File: config.mk
export PLATFORM = sky130hd
export DESIGN_NAME = dpot_ctrl
export DESIGN_NICKNAME = d
export VERILOG_FILES = /design/src/rtl/dpot_pkg.sv /design/src/rtl/dpot_shdn_sync.sv /design/src/rtl/dpot_chan.sv /design/src/rtl/dpot_lout.sv /design/src/rtl/dpot_ctrl.sv
export SDC_FILE = /design/constraint.sdc
export NUM_CORES = 1
export LEC_CHECK = 0
export ABC_CLOCK_PERIOD_IN_PS = 1900
export CAP_MARGIN = 25
export CELL_PAD_IN_SITES_DETAIL_PLACEMENT = 1
export CELL_PAD_IN_SITES_GLOBAL_PLACEMENT = 1
export CORE_UTILIZATION = 29
export DETAILED_ROUTE_END_ITERATION = 10
export GPL_ROUTABILITY_DRIVEN = 0
export GPL_TIMING_DRIVEN = 1
export PLACE_DENSITY_LB_ADDON = 0.1
export RECOVER_POWER = 100
export SLEW_MARGIN = 10
export SYNTH_ARGS = -nofsm -noshare
export SYNTH_HDL_FRONTEND = slang
export SYNTH_SLANG_ARGS = --single-unit
File: constraint.sdc
create_clock -name clk -period 1.9 [get_ports clk]
set_input_delay 0.38 -clock clk [delete_from_list [all_inputs] [get_ports clk]]
set_output_delay 0.38 -clock clk [all_outputs]
set_load 0.01 [all_outputs]
File: src/rtl/dpot_pkg.sv
package dpot_pkg;

    // Decoded instruction fields handed over by the serial front end
    typedef struct packed {
        logic sel;
        logic mid_rst;
        logic sw_shdn;
        logic o1;
        logic o2;
    } dpot_instr_t;

    // Midscale value for a code of the given width
    function automatic logic [31:0] mid_code(input int width);
        return 32'd1 << (width - 1);
    endfunction

endpackage

File: src/rtl/dpot_shdn_sync.sv
module dpot_shdn_sync #(
    parameter int STAGES = 2
) (
    input  logic clk,
    input  logic rst,
    input  logic pin_n,
    output logic shut
);
    logic [STAGES-1:0] chain;

    always_ff @(posedge clk) begin
        if (rst) chain <= '1;
        else     chain <= {chain[STAGES-2:0], pin_n};
    end

    assign shut = ~chain[STAGES-1];
endmodule

File: src/rtl/dpot_chan.sv
module dpot_chan #(
    parameter int CODE_W = 8
) (
    input  logic              clk,
    input  logic              rst,
    input  logic              wr_instr,
    input  logic              mid_rst,
    input  logic              sw_shdn,
    input  logic              wr_data,
    input  logic [CODE_W-1:0] data,
    input  logic              pin_shut,
    output logic [CODE_W-1:0] stored,
    output logic [CODE_W-1:0] tap,
    output logic              a_open,
    output logic              w_to_b
);
    import dpot_pkg::*;

    localparam logic [CODE_W-1:0] MID = CODE_W'(mid_code(CODE_W));

    logic [CODE_W-1:0] code_q;
    logic              sd_q;
    logic              shut;

    always_ff @(posedge clk) begin
        if (rst) begin
            code_q <= MID;
            sd_q   <= 1'b0;
        end else begin
            if (wr_instr && mid_rst) code_q <= MID;
            else if (wr_data)        code_q <= data;
            if (wr_instr)            sd_q   <= sw_shdn;
        end
    end

    assign shut   = sd_q | pin_shut;
    assign stored = code_q;
    assign tap    = shut ? '0 : code_q;
    assign a_open = shut;
    assign w_to_b = shut;
endmodule

File: src/rtl/dpot_lout.sv
module dpot_lout (
    input  logic                  clk,
    input  logic                  rst,
    input  logic                  load,
    input  dpot_pkg::dpot_instr_t ins,
    output logic                  lout1,
    output logic                  lout2
);
    always_ff @(posedge clk) begin
        if (rst) begin
            lout1 <= 1'b0;
            lout2 <= 1'b0;
        end else if (load) begin
            lout1 <= ins.o1;
            lout2 <= ins.o2;
        end
    end
endmodule

File: src/rtl/dpot_ctrl.sv
module dpot_ctrl #(
    parameter int NUM_CH      = 2,
    parameter int CODE_W      = 8,
    parameter int SYNC_STAGES = 2
) (
    input  logic                     clk,
    input  logic                     rst,
    input  logic                     shdn_n,
    input  logic                     instr_stb,
    input  logic                     instr_sel,
    input  logic                     instr_midrst,
    input  logic                     instr_swsd,
    input  logic                     instr_o1,
    input  logic                     instr_o2,
    input  logic                     data_stb,
    input  logic [CODE_W-1:0]        data_code,
    output logic [NUM_CH*CODE_W-1:0] tap_code,
    output logic [NUM_CH-1:0]        a_open,
    output logic [NUM_CH-1:0]        w_to_b,
    output logic                     lout1,
    output logic                     lout2,
    output logic [NUM_CH*CODE_W-1:0] store_code
);
    import dpot_pkg::*;

    dpot_instr_t ins;
    logic        new_sel;
    logic        cur_sel;
    logic        tgt_sel;
    logic        pin_shut;

    // A single-channel build always addresses channel 1
    generate
        if (NUM_CH > 1) begin : g_sel_dual
            assign new_sel = instr_sel;
        end else begin : g_sel_single
            logic unused_sel;
            assign unused_sel = instr_sel;
            assign new_sel    = 1'b0;
        end
    endgenerate

    assign ins = '{sel: new_sel, mid_rst: instr_midrst, sw_shdn: instr_swsd,
                   o1: instr_o1, o2: instr_o2};

    always_ff @(posedge clk) begin
        if (rst)            cur_sel <= 1'b0;
        else if (instr_stb) cur_sel <= ins.sel;
    end

    assign tgt_sel = instr_stb ? ins.sel : cur_sel;

    dpot_shdn_sync #(.STAGES(SYNC_STAGES)) u_sync (
        .clk   (clk),
        .rst   (rst),
        .pin_n (shdn_n),
        .shut  (pin_shut)
    );

    generate
        for (genvar c = 0; c < NUM_CH; c++) begin : g_ch
            logic hit;
            assign hit = (tgt_sel == 1'(c));
            dpot_chan #(.CODE_W(CODE_W)) u_chan (
                .clk      (clk),
                .rst      (rst),
                .wr_instr (instr_stb && hit),
                .mid_rst  (ins.mid_rst),
                .sw_shdn  (ins.sw_shdn),
                .wr_data  (data_stb && hit),
                .data     (data_code),
                .pin_shut (pin_shut),
                .stored   (store_code[c*CODE_W +: CODE_W]),
                .tap      (tap_code[c*CODE_W +: CODE_W]),
                .a_open   (a_open[c]),
                .w_to_b   (w_to_b[c])
            );
        end
    endgenerate

    dpot_lout u_lout (
        .clk   (clk),
        .rst   (rst),
        .load  (instr_stb),
        .ins   (ins),
        .lout1 (lout1),
        .lout2 (lout2)
    );
endmodule

==> results of run 1 <==
-- worst max-delay path: cells and delay by family (launching register included) --
kind / cells / cell delay, ns
buffers and inverters: 3 / 0.74
flip-flops: 1 / 0.33
AND/OR/NAND/NOR: 1 / 0.13
-- area by class of cell --
type | instances | area share
inverters | 3 | 0.006792
clock buffers | 4 | 0.02717
multi-input cells | 85 | 0.3004
well taps | 46 | 0.03472
repair buffers | 63 | 0.3532
flip-flops and latches | 23 | 0.2777
-- routing by layer --
metal	share of wire	vias up
li1	-	523
met1	0.41	485
met2	0.54	34
met3	0.036	4
met4	0.012	0
met5	0	-
-- repair_timing --
item	4_1_cts	5_1_grt
setup endpoints to repair	16	4
gates resized for setup	16	3
hold endpoints to repair	0	0
-- worst min path at each step --
stage	startpoint	endpoint	slack [ns]	depth (start not counted)
floorplan	u_sync.chain[0]$_SDFF_PP1_	u_sync.chain[1]$_SDFF_PP1_	0.39	1
global placement	u_sync.chain[0]$_SDFF_PP1_	u_sync.chain[1]$_SDFF_PP1_	0.40	1
CTS	u_sync.chain[0]$_SDFF_PP1_	u_sync.chain[1]$_SDFF_PP1_	0.42	1
global route	u_sync.chain[0]$_SDFF_PP1_	u_sync.chain[1]$_SDFF_PP1_	0.44	1
finish	u_sync.chain[0]$_SDFF_PP1_	u_sync.chain[1]$_SDFF_PP1_	0.41	1
detailed placement	u_sync.chain[0]$_SDFF_PP1_	u_sync.chain[1]$_SDFF_PP1_	0.40	1
-- sequential cells by signal (all words and copies together) (netlist names) --
register            count
u_lout.lout2            1
g_ch.u_chan.sd_q        2
g_ch.u_chan.stored     16
cur_sel                 1
u_lout.lout1            1
u_sync.chain            2
-- stage by stage --
stage | hold WS, ns | instance area (um2) | setup slack (ns)
after floorplan | 0.3895 | 1069 | 0.6461
after global placement | 0.3981 | 1642 | 0.05962
after detailed placement | 0.3998 | 1642 | 0.004499
after CTS | 0.4189 | 1667 | 0.03616
after global routing | 0.4403 | 1658 | 0.002247
final | 0.4144 | 1658 | 0.07283
-- logic make-up (layout without fill, tap and decap cells) --
kind of cell    count (synthesis)  in the layout  share of synthesized area
simple gates                   47             47                     0.2319
compound gates                 33             33                     0.1745
flops                          23             23                     0.4309
buf+inv                        14             70                    0.09952
mux                             5              5                    0.06323
-- power by group --
group          leakage, nW  total [mW]  switching, mW  internal (mW)
sequential           0.188       0.521         0.0148          0.506
combinational        0.543       0.239          0.114          0.125
clock               0.0228       0.297          0.147          0.149
total                0.754        1.06          0.276          0.781
-- cell usage in the layout (no fill, tap or decap), drive strengths merged --
cell | netlist | layout
a211o | 2 | 2
a21o | 1 | 1
a21oi | 15 | 15
a31o | 1 | 1
and2 | 16 | 16
buf | 9 | 5
clkbuf | 2 | 7
clkdlybuf4s25 | 0 | 1
clkdlybuf4s50 | 0 | 16
dfxtp | 23 | 23
dlygate4sd2 | 0 | 16
dlygate4sd3 | 0 | 20
dlymetal6s2s | 0 | 2
inv | 3 | 3
mux2 | 1 | 1
mux2i | 4 | 4
nand2 | 5 | 5
nand3 | 15 | 15
nor2 | 6 | 6
nor2b | 3 | 3
o21ai | 14 | 14
or2 | 2 | 2
==> reports/results.ini, run 1 <==
[setup_path]
worst_path_max_delay_cell = clkdlybuf4s50_1
worstSetupEndpoint = a_open[1]
criticalPathCategory = flip-flop to output pin
r2r_slack_ns = 0.67
arrival_ns = 1.45
cp_slowest_stage_delay_ns = 0.53
startpoint = u_sync.chain[1]$_SDFF_PP1_
r2r_cells = 3
cp_cell_sequence = nor2b_1, buf_4, inv_1, clkdlybuf4s50_1
critPathLaunchType = flip-flop
reg2reg_from = cur_sel$_SDFF_PP0_
cp-end-kind = output pin
critPathMaxFanout = 9
cp.required_ns = 1.52
rr_endpoint = g_ch[1].u_chan.stored[7]$_SDFFE_PP1P_

[logic_synthesis]
yosysSeqAreaShare = 0.4309
yosysMostFrequentCell = dfxtp_1
synth_edf_count = 0
synth_area_um2 = 1069
ys.flop_type = dfxtp_1
synth_seq_cells = 23
yosysWarnings = 0
yosysUniqueCellTypes = 24
avgSynthCellArea_um2 = 8.758
synth_top_area_share = 0.4309
syn_inst = 122
yosys.area.top_type = dfxtp_1
synth_nets = 140
yosys-top-cells-area = dfxtp_1 43%, and2_1 9.4%, nand3_1 7.0%
synthArstFlopShare = 0
synthTopCellsByCount = 23 x dfxtp_1, 16 x and2_1, 15 x nand3_1

[clock_network]
clkLatencyLatePin_ns = 0.26
clkTransAtPathRegs_ns = 0.08
ctsHtreeMaxLevel = 1
clock_path_buffers = 2
cts_setup_buffers = 0
cts_tree = done
cts-root-buf = clkbuf_8
cts_buffers = 3
cts.sinks = 23
cts_hold_buf = 0

[drt]
firstDrtPassIters = 4
vias_per_cell = 4.670
vias = 1046
final_antenna_net_count = 0
totalWireLength_um = 2901
wire_per_inst_um = 12.95
drc = 0
drt_iter0_markers = 27

[floorplanning]
die_h_um = 62.70
dieArea_um2 = 3931
rows = 21
io_pins = 56
die_width_um = 62.70
core-area_um2 = 3442
initial_core_util = 0.3104

[sta]
tightest_slew_ns = 0.3425
setup_violations = 0
hold_viol = 0
tns_ns = 0
fmax_mhz = 547.3
fin_crit_sh = 0.9617
rsz0062_at_grt = false
fin_skew_ns = 0.001392
maxSlewHeadroom = 0.7709
fin_crit_ns = 1.827
slew_viol_final = 0

[finish]
fin_util = 0.4816
diodes = 0
syn_to_final_growth_pct = 55.15
nNetsFinal = 197
multi_input_area_um2 = 498.0
fill_cells = 434
final_cells = 224
regArea_um2 = 460.4
layout-drive-gt1-share = 0.09551

[placed_design]
io_buffers = 55
place_inst = 220
post-dp-hpwl_um = 2317

[grt]
use_met1 = 0.1598
antenna_found_initial = 0
grt-busiest-layer = met2
grt_pass1_wl_um = 4698
grt_util_met3 = 0.02007
met2_usage = 0.3003
grt_pass1_vias = 1054
grt_util_all_layers = 0.1526
grt_overflow = 0
grt_max_degree = 17

[status]
run_status = finished clean

[power_and_ir_drop]
power.total_mw = 1.057
peakVddDrop_mv = 0.2711
static-leakage-power_nw = 0.7545
cellPowerDensity_nw_per_um2 = 637.6

[worst_hold_path]
hp-class = flip-flop to flip-flop

[run]
drv_cap = 0

No activity file was read; power rests on OpenSTA's default activity.
==> run 2: changes to the inputs <==
--- a/config.mk
+++ b/config.mk
@@ -5,14 +5,16 @@
 export SDC_FILE = /design/constraint.sdc
 export NUM_CORES = 1
 export LEC_CHECK = 0
-export ABC_CLOCK_PERIOD_IN_PS = 1900
+export ABC_CLOCK_PERIOD_IN_PS = 1710
 export CAP_MARGIN = 25
 export CELL_PAD_IN_SITES_DETAIL_PLACEMENT = 1
 export CELL_PAD_IN_SITES_GLOBAL_PLACEMENT = 1
-export CORE_UTILIZATION = 29
+export CORE_UTILIZATION = 27
+export CTS_CLUSTER_DIAMETER = 80
 export DETAILED_ROUTE_END_ITERATION = 10
 export GPL_ROUTABILITY_DRIVEN = 0
 export GPL_TIMING_DRIVEN = 1
+export HOLD_SLACK_MARGIN = 0.05
 export PLACE_DENSITY_LB_ADDON = 0.1
 export RECOVER_POWER = 100
 export SLEW_MARGIN = 10
==> constraint.sdc (replaced) <==
create_clock -name clk -period 1.71 [get_ports clk]
set_input_delay 0.342 -clock clk [delete_from_list [all_inputs] [get_ports clk]]
set_output_delay 0.342 -clock clk [all_outputs]
set_load 0.01 [all_outputs]
==> run 2 against run 1 <==
  * Clock skew is essentially flat
  * Utilization decreased by 3.0 points
  * Non-clock buffer count grew 1
  * Total power up 13%
  * First-iteration DRC count fell by 56%
  * Global-route usage shrank 0.94 points
  * Sequential power is 11% higher
  * Critical endpoint is now g_ch[1].u_chan.stored[7]$_SDFFE_PP1P_
==> reports/results.ini, run 2 (synthesis results as in run 1) <==
[finish]
fill_cells = 453
nNetsFinal = 198
largest_reg_flops = 16
final_cells = 227
mostFrequentLayoutCells = 22 x dfxtp_1, 20 x dlygate4sd3_1, 18 x dlygate4sd2_1
syn_to_final_growth_pct = 56.91
regArea_um2 = 461.7
diodes = 0
final_area_um2 = 1677
layout-drive-gt1-share = 0.1173
multi_input_area_um2 = 509.2
layout_commonest_cell = dfxtp_1

[sta]
rsz0062_at_grt = false
setup_violations = 0
fmax_mhz = 601.5
tightest_slew_ns = 0.3310
fin_skew_ns = 0.001790
fin_crit_ns = 1.662
fin_crit_sh = 0.9722
slew_viol_final = 0
setup_slack_ns = 0.04761
maxSlewHeadroom = 0.7746
hold_viol = 0

[setup_path]
cp_cell_sequence = dlygate4sd3_1, buf_4, mux2_4, nand2_1, a211o_1
path_buf_inv = 2
r2r_cells = 4
reg2reg_from = cur_sel$_SDFF_PP0_
cp-end-kind = flip-flop
critPathLaunchType = input pin
startpoint = instr_stb
rr_endpoint = g_ch[0].u_chan.stored[1]$_SDFFE_PP0P_
worstSetupEndpoint = g_ch[1].u_chan.stored[7]$_SDFFE_PP1P_
critPathTopFamily = buffers and inverters
cp.depth = 5
criticalPathCategory = input pin to flip-flop
arrival_ns = 1.82
worst_path_max_delay_cell = dlygate4sd3_1
critPathMaxFanout = 16
cp.required_ns = 1.87
r2r_slack_ns = 0.53
cp_slowest_stage_delay_ns = 0.61

[clock_network]
cts_tree = done
cts_setup_buffers = 0
cts.sinks = 23
clock_path_buffers = 2
clkTransAtPathRegs_ns = 0.08
cts-root-buf = clkbuf_8
cts_hold_buf = 0
clkLatencyLatePin_ns = 0.26
ctsHtreeMaxLevel = 1
cts_buffers = 3

[grt]
grt-busiest-layer = met2
grt_pass1_vias = 1077
use_met1 = 0.1488
grt_util_all_layers = 0.1432
grt_overflow = 0
grt_util_met3 = 0.02817
antenna_found_initial = 0
grt_pass1_wl_um = 4623
met2_usage = 0.2747
grt_max_degree = 17

[power_and_ir_drop]
p_int_uw = 871.0
power.total_mw = 1.193
combPwrFrac = 0.227
swShare = 0.2699
p_switching_uw = 322.1
cellPowerDensity_nw_per_um2 = 711.6
pwr-share-clk = 0.288
peakVddDrop_mv = 0.3245
static-leakage-power_nw = 0.7553
p_seq_frac = 0.485

[placed_design]
place_area_um2 = 1644
io_buffers = 55
post-dp-hpwl_um = 2315
place_inst = 222
pre_cts_slack_ns = -0.1519

[worst_hold_path]
worstHoldStart = u_sync.chain[0]$_SDFF_PP1_
hp-class = flip-flop to flip-flop

[run]
drv_cap = 0

[drt]
vias = 1082
totalWireLength_um = 3059
firstDrtPassIters = 3
drc = 0
wire_per_inst_um = 13.48
final_antenna_net_count = 0
vias_per_cell = 4.767
drt_iter0_markers = 12

[floorplanning]
die_width_um = 64.91
rows = 22
dieArea_um2 = 4213
die_h_um = 64.91
core-area_um2 = 3716
initial_core_util = 0.2875
io_pins = 56

[status]
run_status = finished clean

## run 2: cell count changes in the layout (fill, tap and decap cells not counted), sizes merged, moves of 2 or more
cell           previous run  this run
buf                       5         8
clkbuf                    7         5
clkdlybuf4s15             0         2
dlygate4sd2              16        18
dlymetal6s2s              2         0
## run 2: power by group through the flow
stage	combinational, mW	clock, mW	sequential [mW]
6_report	0.271	0.343	0.579
5_1_grt	0.294	0.375	0.584
4_1_cts	0.280	0.354	0.580
3_5_place_dp	0.298	0	0.593
3_3_place_gp	0.292	0	0.592
2_1_floorplan	0.137	0	0.599
## run 2: layout make-up
class | count | share of cell area
multi-input combinational | 85 | 0.3037
tap | 48 | 0.03582
sequential | 23 | 0.2754
inverter | 3 | 0.006716
timing repair buffer | 64 | 0.3515
clock buffer | 4 | 0.02687
## run 2: per-layer routing
layer  vias to the layer above  share of wire
met5                         -              0
met4                         0          0.014
met3                         5          0.051
met2                        35           0.49
met1                       516           0.44
li1                        526              -
## run 2: worst min-delay path by stage
stage	to	slack [ns]	cells past startpoint
global placement	u_sync.chain[1]$_SDFF_PP1_	0.39	1
detailed placement	u_sync.chain[1]$_SDFF_PP1_	0.40	1
floorplan	u_sync.chain[1]$_SDFF_PP1_	0.39	1
global route	u_sync.chain[1]$_SDFF_PP1_	0.43	1
finish	u_sync.chain[1]$_SDFF_PP1_	0.42	1
CTS	u_sync.chain[1]$_SDFF_PP1_	0.42	1
## run 2: stage by stage
| stage | setup TNS [ns] | util | hold WS [ns] |
|---|---|---|---|
| after floorplan | 0 | - | 0.3895 |
| after CTS | 0 | 0.4478 | 0.4200 |
| final | 0 | 0.4512 | 0.4178 |
| after global routing | 0 | 0.4512 | 0.4270 |
| after detailed placement | -1.382 | 0.4424 | 0.3994 |
| after global placement | -0.9366 | 0.4424 | 0.3946 |
## run 2: repair_timing
item / 4_1_cts / 5_1_grt
pin swaps: 0 / 0
setup endpoints to repair: 20 / 12
resized for setup: 20 / 6
gates cloned: 0 / 1
## run 2: worst reg2reg max path, stage by stage (launching register included)
cell     delay [ns]
dfxtp_1        0.34
mux2i_4        0.30
buf_4          0.23
nand3_1        0.09
a21oi_1        0.15
